[config.mk]
export PLATFORM = sky130hd
export DESIGN_NAME = dm_drain_ctrl
export DESIGN_NICKNAME = d
export VERILOG_FILES = /design/src/rtl/dm_pkg.sv /design/src/rtl/dm_mode_fsm.sv /design/src/rtl/dm_density.sv /design/src/rtl/dm_stat_ctr.sv /design/src/rtl/dm_stats.sv /design/src/rtl/dm_drain_ctrl.sv
export SDC_FILE = /design/constraint.sdc
export NUM_CORES = 1
export LEC_CHECK = 0
export ABC_AREA = 0
export BUFFER_PORTS_ARGS = -buffer_cell sky130_fd_sc_hd__buf_2
export CAP_MARGIN = 30
export CELL_PAD_IN_SITES_DETAIL_PLACEMENT = 1
export CELL_PAD_IN_SITES_GLOBAL_PLACEMENT = 2
export CORE_MARGIN = 8
export CORE_UTILIZATION = 35
export CTS_CLUSTER_DIAMETER = 200
export CTS_CLUSTER_SIZE = 25
export DETAILED_ROUTE_END_ITERATION = 7
export GPL_ROUTABILITY_DRIVEN = 0
export PLACE_DENSITY_LB_ADDON = 0.1
export SYNTH_ARGS = -nofsm -noshare
export SYNTH_HDL_FRONTEND = slang
export SYNTH_SLANG_ARGS = --single-unit
[constraint.sdc]
create_clock -name clk -period 2.65 [get_ports clk]
set_input_delay 0.265 -clock clk [delete_from_list [all_inputs] [get_ports clk]]
set_output_delay 0.265 -clock clk [all_outputs]
set_load 0.01 [all_outputs]
[src/rtl/dm_pkg.sv]
package dm_pkg;

    typedef enum logic {
        MODE_READ  = 1'b0,
        MODE_WRITE = 1'b1
    } drain_mode_e;

    localparam int IDX_ABOVE  = 0;
    localparam int IDX_BELOW  = 1;
    localparam int IDX_RD_RD  = 2;
    localparam int IDX_RD_WR  = 3;
    localparam int IDX_WR_RD  = 4;
    localparam int IDX_WR_WR  = 5;
    localparam int NUM_STATS  = 6;

endpackage

[src/rtl/dm_mode_fsm.sv]
module dm_mode_fsm
    import dm_pkg::*;
#(
    parameter int LW        = 7,
    parameter int HI_LVL    = 62,
    parameter int LO_LVL    = 36,
    parameter int DELAY_MAX = 2
) (
    input  logic          clk,
    input  logic          rst_n,
    input  logic [LW-1:0] wr_len,
    input  logic          rd_empty,
    input  logic          rd_hit,
    input  logic          wr_hit,
    input  logic          delay_en,
    output logic          drain_wr
);

    localparam int             DW      = (DELAY_MAX < 1) ? 1 : $clog2(DELAY_MAX + 1);
    localparam logic [DW-1:0]  DLY_LIM = DW'(DELAY_MAX);
    localparam logic [LW-1:0]  HI_V    = LW'(HI_LVL);
    localparam logic [LW-1:0]  LO_V    = LW'(LO_LVL);

    drain_mode_e   st_q, st_d, st_prior;
    logic [DW-1:0] dly_q, dly_d;
    logic          above, below, wq_empty, mid_band;

    always_comb begin
        above    = (wr_len > HI_V);
        below    = (wr_len < LO_V);
        wq_empty = (wr_len == '0);
        mid_band = !above && !wq_empty;
    end

    // Next-state decision
    always_comb begin
        st_prior = below ? MODE_READ : st_q;
        st_d     = st_prior;
        dly_d    = dly_q;
        if (above) begin
            st_d = MODE_WRITE;
        end else if (wq_empty) begin
            st_d = MODE_READ;
        end else if (rd_empty) begin
            if (!delay_en) begin
                st_d = MODE_WRITE;
            end else if (dly_q < DLY_LIM) begin
                st_d  = MODE_READ;
                dly_d = dly_q + DW'(1);
            end else begin
                st_d = MODE_WRITE;
                if (below) begin
                    dly_d = '0;
                end
            end
        end else begin
            dly_d = '0;
            unique case (st_prior)
                MODE_WRITE: st_d = (wr_hit || !rd_hit) ? MODE_WRITE : MODE_READ;
                MODE_READ:  st_d = (!rd_hit && wr_hit) ? MODE_WRITE : MODE_READ;
            endcase
        end
    end

    // State register
    always_ff @(posedge clk or negedge rst_n) begin
        if (!rst_n) begin
            st_q  <= MODE_READ;
            dly_q <= '0;
        end else begin
            st_q  <= st_d;
            dly_q <= dly_d;
        end
    end

    // Outputs
    always_comb begin
        drain_wr = (st_q == MODE_WRITE);
    end

    p_high_write_r2: assert property (@(posedge clk) disable iff (!rst_n)
        (wr_len > HI_V) |=> drain_wr);

    p_empty_read_r3: assert property (@(posedge clk) disable iff (!rst_n)
        (wr_len == '0) |=> !drain_wr);

    p_reads_clear_delay_r5: assert property (@(posedge clk) disable iff (!rst_n)
        (!rd_empty && mid_band) |=> (dly_q == '0));

    p_wait_read_r7: assert property (@(posedge clk) disable iff (!rst_n)
        (rd_empty && delay_en && mid_band && (dly_q < DLY_LIM))
        |=> (!drain_wr && (dly_q == $past(dly_q) + DW'(1))));

    p_expiry_write_r8: assert property (@(posedge clk) disable iff (!rst_n)
        (rd_empty && delay_en && mid_band && (dly_q == DLY_LIM) && !below)
        |=> (drain_wr && (dly_q == DLY_LIM)));

    p_nodelay_write_r9: assert property (@(posedge clk) disable iff (!rst_n)
        (rd_empty && !delay_en && mid_band) |=> drain_wr);

    p_lo_clear_r6: assert property (@(posedge clk) disable iff (!rst_n)
        (!rd_empty && mid_band && below && rd_hit) |=> !drain_wr);

endmodule

[src/rtl/dm_density.sv]
module dm_density #(
    parameter int PERIOD = 1000,
    parameter int THRESH = 20
) (
    input  logic clk,
    input  logic rst_n,
    input  logic col_issued,
    output logic delay_en
);

    localparam int PW = (PERIOD < 2) ? 1 : $clog2(PERIOD);
    localparam int CW = $clog2(PERIOD + 1);
    localparam logic [PW-1:0] LAST = PW'(PERIOD - 1);

    logic [PW-1:0] per_q;
    logic [CW-1:0] cnt_q, sum;
    logic          tick;

    always_comb begin
        tick = (per_q == LAST);
        sum  = cnt_q + CW'(col_issued);
    end

    always_ff @(posedge clk or negedge rst_n) begin
        if (!rst_n) begin
            per_q    <= '0;
            cnt_q    <= '0;
            delay_en <= 1'b0;
        end else if (tick) begin
            per_q    <= '0;
            cnt_q    <= '0;
            delay_en <= (32'(sum) <= 32'(THRESH));
        end else begin
            per_q    <= per_q + PW'(1);
            cnt_q    <= sum;
        end
    end

    p_enable_window_r10: assert property (@(posedge clk) disable iff (!rst_n)
        !tick |=> $stable(delay_en));

    p_window_wrap_r10: assert property (@(posedge clk) disable iff (!rst_n)
        tick |=> (per_q == '0 && cnt_q == '0));

endmodule

[src/rtl/dm_stat_ctr.sv]
module dm_stat_ctr #(
    parameter int SW = 64
) (
    input  logic          clk,
    input  logic          rst_n,
    input  logic          inc,
    output logic [SW-1:0] count
);

    always_ff @(posedge clk or negedge rst_n) begin
        if (!rst_n) begin
            count <= '0;
        end else if (inc) begin
            count <= count + SW'(1);
        end
    end

endmodule

[src/rtl/dm_stats.sv]
module dm_stats
    import dm_pkg::*;
#(
    parameter int LW     = 7,
    parameter int HI_LVL = 62,
    parameter int LO_LVL = 36,
    parameter int SW     = 64
) (
    input  logic                          clk,
    input  logic                          rst_n,
    input  logic [LW-1:0]                 wr_len,
    input  logic                          col_issued,
    input  logic                          col_is_write,
    output logic [NUM_STATS-1:0][SW-1:0]  counts
);

    logic [NUM_STATS-1:0] inc;
    logic                 last_wr_q;
    logic [SW-1:0]        tr_sum;

    always_comb begin
        inc            = '0;
        inc[IDX_ABOVE] = (wr_len > LW'(HI_LVL));
        inc[IDX_BELOW] = (wr_len < LW'(LO_LVL));
        inc[IDX_RD_RD] = col_issued && !last_wr_q && !col_is_write;
        inc[IDX_RD_WR] = col_issued && !last_wr_q &&  col_is_write;
        inc[IDX_WR_RD] = col_issued &&  last_wr_q && !col_is_write;
        inc[IDX_WR_WR] = col_issued &&  last_wr_q &&  col_is_write;
    end

    always_ff @(posedge clk or negedge rst_n) begin
        if (!rst_n) begin
            last_wr_q <= 1'b0;
        end else if (col_issued) begin
            last_wr_q <= col_is_write;
        end
    end

    for (genvar k = 0; k < NUM_STATS; k++) begin : g_ctr
        dm_stat_ctr #(.SW(SW)) u_ctr (
            .clk   (clk),
            .rst_n (rst_n),
            .inc   (inc[k]),
            .count (counts[k])
        );
    end

    always_comb begin
        tr_sum = counts[IDX_RD_RD] + counts[IDX_RD_WR]
               + counts[IDX_WR_RD] + counts[IDX_WR_WR];
    end

    p_trans_sum_r12: assert property (@(posedge clk) disable iff (!rst_n)
        col_issued |=> (tr_sum == $past(tr_sum) + SW'(1)));

    p_trans_idle_r12: assert property (@(posedge clk) disable iff (!rst_n)
        !col_issued |=> $stable(tr_sum));

    p_above_count_r11: assert property (@(posedge clk) disable iff (!rst_n)
        (wr_len > LW'(HI_LVL))
        |=> (counts[IDX_ABOVE] == $past(counts[IDX_ABOVE]) + SW'(1)));

    p_below_count_r11: assert property (@(posedge clk) disable iff (!rst_n)
        (wr_len >= LW'(LO_LVL)) |=> $stable(counts[IDX_BELOW]));

endmodule

[src/rtl/dm_drain_ctrl.sv]
module dm_drain_ctrl
    import dm_pkg::*;
#(
    parameter int WQ_CAP      = 64,
    parameter int RQ_CAP      = 64,
    parameter int HI_GAP      = 2,
    parameter int LO_GAP      = 28,
    parameter int DELAY_MAX   = 2,
    parameter int DENS_PERIOD = 1000,
    parameter int DENS_THRESH = 20,
    parameter int STAT_W      = 64,
    localparam int LW         = $clog2(WQ_CAP + 1),
    localparam int RLW        = $clog2(RQ_CAP + 1)
) (
    input  logic              clk,
    input  logic              rst_n,
    input  logic [RLW-1:0]    rd_len,
    input  logic [LW-1:0]     wr_len,
    input  logic              rd_hit,
    input  logic              wr_hit,
    input  logic              col_issued,
    input  logic              col_is_write,
    output logic              drain_wr,
    output logic              delay_en,
    output logic [STAT_W-1:0] cyc_above_hi,
    output logic [STAT_W-1:0] cyc_below_lo,
    output logic [STAT_W-1:0] n_rd_rd,
    output logic [STAT_W-1:0] n_rd_wr,
    output logic [STAT_W-1:0] n_wr_rd,
    output logic [STAT_W-1:0] n_wr_wr
);

    localparam int HI_LVL = WQ_CAP - HI_GAP;
    localparam int LO_LVL = WQ_CAP - LO_GAP;

    logic                             rd_empty;
    logic [NUM_STATS-1:0][STAT_W-1:0] counts;

    always_comb begin
        rd_empty = (rd_len == '0);
    end

    dm_density #(
        .PERIOD (DENS_PERIOD),
        .THRESH (DENS_THRESH)
    ) u_density (
        .clk        (clk),
        .rst_n      (rst_n),
        .col_issued (col_issued),
        .delay_en   (delay_en)
    );

    dm_mode_fsm #(
        .LW        (LW),
        .HI_LVL    (HI_LVL),
        .LO_LVL    (LO_LVL),
        .DELAY_MAX (DELAY_MAX)
    ) u_fsm (
        .clk      (clk),
        .rst_n    (rst_n),
        .wr_len   (wr_len),
        .rd_empty (rd_empty),
        .rd_hit   (rd_hit),
        .wr_hit   (wr_hit),
        .delay_en (delay_en),
        .drain_wr (drain_wr)
    );

    dm_stats #(
        .LW     (LW),
        .HI_LVL (HI_LVL),
        .LO_LVL (LO_LVL),
        .SW     (STAT_W)
    ) u_stats (
        .clk          (clk),
        .rst_n        (rst_n),
        .wr_len       (wr_len),
        .col_issued   (col_issued),
        .col_is_write (col_is_write),
        .counts       (counts)
    );

    always_comb begin
        cyc_above_hi = counts[IDX_ABOVE];
        cyc_below_lo = counts[IDX_BELOW];
        n_rd_rd      = counts[IDX_RD_RD];
        n_rd_wr      = counts[IDX_RD_WR];
        n_wr_rd      = counts[IDX_WR_RD];
        n_wr_wr      = counts[IDX_WR_WR];
    end

    p_reset_read_r1: assert property (@(posedge clk) disable iff (!rst_n)
        $rose(rst_n) |-> !drain_wr);

endmodule

# Yosys cells after proc, flatten, opt, wreduce, memory -nomap -nowiden
# Cells that the tools add are included.
# classes
eq_ne	3
n_reduce_logical	14
magnitude_cmp	4
add_sub_neg	9
bitwise_logic	3
mux	15
# ops
cell	n
$add A64 B1 Y64 const B	6
$mux W10	2
$logic_not A7 Y1	2
$add A10 B1 Y10	1
$add A10 B1 Y10 const B	1
$eq A10 B10 Y1 const B	1
$le A10 B5 Y1 const B	1
$mux W1	8
$mux W2	4
$gt A7 B6 Y1 const B	1
$logic_and A1 B1 Y1	7
$lt A7 B6 Y1 const B	1
$reduce_and A4 Y1	1
$logic_not A1 Y1	3
$ne A3 B1 Y1 const B	1
$not A1 Y1	3
$add A2 B1 Y2 const B	1
$lt A2 B2 Y1 const B	1
$ne A2 B1 Y1 const B	1
$pmux W1 S2	1
$logic_or A1 B1 Y1	1
# totals
wordCells	60
reg_bits	409

# Longest topological paths before layout
# logic_depth
word_depth	7
mapped_depth	7
ltp_nobuf	7

# Hierarchy
# A second synthesis with hierarchy kept.
# unflattened
cells_unflattened	1867
hier_area_um2	20060.5
# modules_own_cells
mod	instances	cells_each	seq_area_each_um2	area_each_um2
dm_stat_ctr	6	285	1601.5	3098.0
dm_density	1	114	525.5	1111.1
dm_mode_fsm	1	28	75.1	252.7
dm_stats	1	13	25.0	88.8
dm_drain_ctrl	1	2	0.0	20.0

# Worst setup path before layout
# No wires, ideal clock.
# synth_timing
path_kind	flip-flop to flip-flop
from	reg u_stats.g_ctr[5].u_ctr.count[0]
to	reg u_stats.g_ctr[5].u_ctr.count[56]
setup_ns	0.127
path_stages_with_launch	8
arrival_time_ns	2.243
setup_slack_ns	0.280
n_path_buf	1
path_cell_list	dfrtp_1 > ha_1 > nand4_1 > or4_1 > clkbuf_1 > nor4_2 > nand4_1 > xnor2_1
# synth_between
elab_chain_cells	1
# synth_lines
element	line_no	source
start, declared	dm_stat_ctr.sv:7	output logic [SW-1:0] count
start signal, assigned	dm_stat_ctr.sv:14	count <= count + SW'(1);
$add A64 B1 Y64	dm_stat_ctr.sv:14	
# No other way between the ends.
# A chain may end at the register's enable or synchronous reset.

# Worst setup path after layout
# layout_timing
from	reg u_stats.last_wr_q
to	reg u_stats.g_ctr[5].u_ctr.count[54]
# layout_between
elab_chain_cells	2
# layout_lines
element	line_no	source
start, declared	dm_stats.sv:18	logic last_wr_q;
start signal, assigned	dm_stats.sv:35	last_wr_q <= col_is_write;
$logic_and A1 B1 Y1 (2 in series)	dm_stats.sv:28	inc[IDX_WR_WR] = col_issued && last_wr_q && col_is_write;
# No other way between the ends.

==> results.txt <==
----------------------------------------------------
[Outcome]
  Result of the run ... complete, no violations

[Yosys]
  Number of synthesized register bits ... 409
  Most area-hungry cell type in the Yosys netlist ... sky130_fd_sc_hd__dfrtp_1
  Number of warning messages in the yosys log ... 0
  Synthesized netlist net count ... 1777
  Count of cell types in the netlist ... 48
  Synthesized netlist cell count ... roughly 1700
  Leading post-synthesis cells by cell area ... sky130_fd_sc_hd__dfrtp_1, sky130_fd_sc_hd__xnor2_1, sky130_fd_sc_hd__xor2_1
  Synth cell count leaders ... sky130_fd_sc_hd__dfrtp_1, sky130_fd_sc_hd__xnor2_1, sky130_fd_sc_hd__xor2_1
  Fraction of the yosys area taken by sequential cells ... 0.547
  Proportion of synthesized flip-flops having asynchronous set or reset ... 1.00
  Top FF cell, synth ... sky130_fd_sc_hd__dfrtp_1
  Average cell area after synthesis ... 10.7 um^2
  Cell with the most instances after synthesis ... sky130_fd_sc_hd__dfrtp_1
  Post-synth top area share ... 0.547
  Synthesized area ... 18700 um^2
  Post-synth EDFFs ... 0

[STA]
  Worst-Margin Slew ... 0.536 ns
  Fin crit period ... between 2 and 2.5 ns
  Final worst-path cycle share ... 0.891
  Hold Slack ... 0.108 ns
  Final setup violating endpoints ... 0
  Final sum of negative setup slack ... 0 ns
  Final count of pins violating max slew ... 0
  Highest clock frequency the design can meet ... 0.424 GHz
  Final Worst Setup Slack ... between 0.2 and 0.3 ns
  Slew margin rel. ... 0.639
  Hold violation count in the final report ... 0
  Unrepaired setup endpoints after global routing ... false
  Worst Skew ... 0.0251 ns

[Power and ir drop]
  Proportion of total power due to net switching ... 0.276
  Combinational cell fraction of total power ... 0.115
  Clk network pwr share ... 0.298
  Total net switching power ... 3.24 mW
  Total leakage power ... between 10 and 15 nW
  Internal portion of total power ... 8.51 mW
  Cell Pwr Density ... between 500 and 600 nW/um^2
  Peak ir drop on the vdd network ... between 0.4 and 0.5 mV
  Power share of the sequential group ... 0.588

[Final layout]
  Area growth from synthesis to final layout ... 20.4%
  Fill count ... 6021
  Nets@finish ... 2229
  Area of the multi-input gates ... 8160 um^2
  Share of final-layout standard cells stronger than drive strength 1 ... 0.229
  Sequential cell area ... 10200 um^2
  Final cell count without fillers ... 2888
  Final design area excluding fillers ... about 23000 um^2

[Detailed routing]
  Via count normalized by instance count ... 5.06
  ANT nets after route ... 0
  Wl on met1 ... roughly 26 mm
  Met2 Wirelength ... 28.5 mm
  WL/cell ... 20.3 um
  DRC violations left ... 0
  Highest routed layer ... met4
  Drt first-iter violations ... 585
  TritonRoute pass-1 iters ... 4
  Routed Wire Length ... slightly below 60 mm
  WL met3 ... 2.84 mm
  Routed via count ... 14600

[Floorplanning]
  Die outline width ... between 200 and 250 um
  Starting density of the core ... 0.355
  Core Rows ... 84
  Total die area ... 61100 um^2
  Die Ht ... between 200 and 250 um
  Total core area ... 52800 um^2
  I/O pin total ... between 400 and 500

[Setup path]
  Kind of end point of the critical path ... flop
  Slowest stage cell on the critical path ... sky130_fd_sc_hd__or4_1
  Delay contributed by the slowest stage of the critical path ... about 0.70 ns
  Crit Path Category ... flop to flop
  Arrival time at the worst endpoint ... ~2.8 ns
  CP startpoint kind ... flop
  Chain of cells forming the critical path ... nand4_1 > or4_1 > nor4_2 > buf_4 > nand4_1 > xnor2_1
  Most numerous cell on the critical path ... sky130_fd_sc_hd__nand4_1
  Max FO, Critical Path ... 9
  Required time of the worst setup path ... 3.10 ns

[Placement]
  Worst slack at placement ... 0.201 ns
  Total placed instance area ... 22000 um^2
  Sum of net half-perimeters after detailed placement ... about 46 mm
  Buffers on Ports ... 405
  Number of cells after detailed placement ... 2864

[CTS]
  Maximum level of the CTS H-tree ... 1
  Clock Root Buffer ... sky130_fd_sc_hd__clkbuf_16
  Clock tree from TritonCTS ... yes
  Clk pin slew, worst setup/hold paths ... 0.10 ns
  Clk Latency, worst-skew pair ... 0.55 ns
  Number of sinks driven by the clock tree ... 409
  Maximum count of clock buffers along a single path ... 3
  Resized cells post-CTS ... 0
  Number of buffers created by CTS ... 20

[GRT]
  Number of global-route vias before repair ... approximately 16000
  Pin count of the biggest net entering global routing ... 69
  Initial antenna violation count ... 2
  Wire length of the first global-routing pass ... around 93 mm
  Global routing usage summed across all routing layers ... 0.188
  Grt ovf ... 0

[Job]
  Max_cap viols ... 0

[Min path]
  HP Class ... input pin to flop

----------------------------------------------------
area by class of cell:
cell class | count | area share
clock inverter | 1 | 0.000722
antenna | 1 | 0.000111
sequential | 409 | 0.454
multi-input combinational | 1256 | 0.362
timing repair buffer | 461 | 0.113
clock buffer | 21 | 0.0233
tap | 688 | 0.0382
inverter | 51 | 0.00850
worst paths after layout:
kind | from | end | slack (ns) | cells after the start
min in group asynchronous | rst_n | u_stats.g_ctr[1].u_ctr.count[56] | 0.23 | 2
worst max-delay path | u_stats.last_wr_q | u_stats.g_ctr[5].u_ctr.count[54] | 0.29 | 6
worst min register to register | u_stats.g_ctr[1].u_ctr.count[63] | u_stats.g_ctr[1].u_ctr.count[63] | 0.47 | 1
worst max register to register | u_stats.last_wr_q | u_stats.g_ctr[5].u_ctr.count[54] | 0.29 | 6
max in group asynchronous | rst_n | u_stats.g_ctr[2].u_ctr.count[36] | 1.62 | 3
worst min-delay path | col_is_write | u_stats.g_ctr[3].u_ctr.count[2] | 0.11 | 3
power groups by stage:
stage          logic, mW  clock network, mW  registers [mW]
5_1_grt             1.50               3.90            6.97
3_5_place_dp        1.40                  0            7.04
2_1_floorplan      0.543                  0            7.06
6_report            1.35               3.50            6.91
3_3_place_gp        1.36                  0            7.01
4_1_cts             1.41               3.74            6.91
sequential cells by signal (all words and copies together) (netlist names):
signal	cells
u_stats.g_ctr.u_ctr.count	384
u_density.cnt_q	10
u_density.per_q	10
u_fsm.dly_q	2
u_density.delay_en	1
u_fsm.drain_wr	1
u_stats.last_wr_q	1
cells by family (layout without fill, tap and decap cells):
logic type                 count (synthesis)  after routing  share of synthesized area
buffers and inverters                     82            534                     0.0170
DFF                                      409            409                      0.547
AOI/OAI and AO/OA                         26             26                    0.00869
other                                      0              1                          0
adders and majority gates                 11             11                    0.00722
muxes                                      6              6                    0.00361
and+or+nand+nor                          820            820                      0.233
xor gates and xnor gates                 393            393                      0.184
through the flow:
step / util / power (mW)
3_3_place_gp: 0.416 / 8.37
6_report: 0.427 / 11.8
3_5_place_dp: 0.416 / 8.44
2_1_floorplan: - / 7.61
4_1_cts: 0.427 / 12.1
5_1_grt: 0.427 / 12.4
per-layer routing:
layer | up-vias | global-route usage
li1 | 6931 | -
met1 | 7399 | 0.245
met5 | - | 0
met3 | 44 | 0.0355
met4 | 0 | 0.0430
met2 | 233 | 0.321
critical path, delay by kind of cell (launching register included):
| family | cells | cell delay (ns) |
|---|---|---|
| flops | 1 | 0.51 |
| xor+xnor | 1 | 0.15 |
| buf+inv | 1 | 0.20 |
| simple gates | 4 | 1.42 |
what timing repair did:
item,in CTS,in global routing
hold buffers,1,0
setup buffers,0,0
endpoints found under the hold margin,42,0
layout by cell type, fill, tap and decap left out, drive strengths merged, types with 37 or more instances in the layout:
cell type  synthesis  layout
and3              37      37
and4              46      46
buf                4     460
dfrtp            409     409
inv               51      52
nand2            158     158
nand3            141     141
nand4            107     107
nor2             128     128
nor3              84      84
nor4              63      63
xnor2            212     212
xor2             181     181
Note: power is estimated with default switching activity, not from simulation.
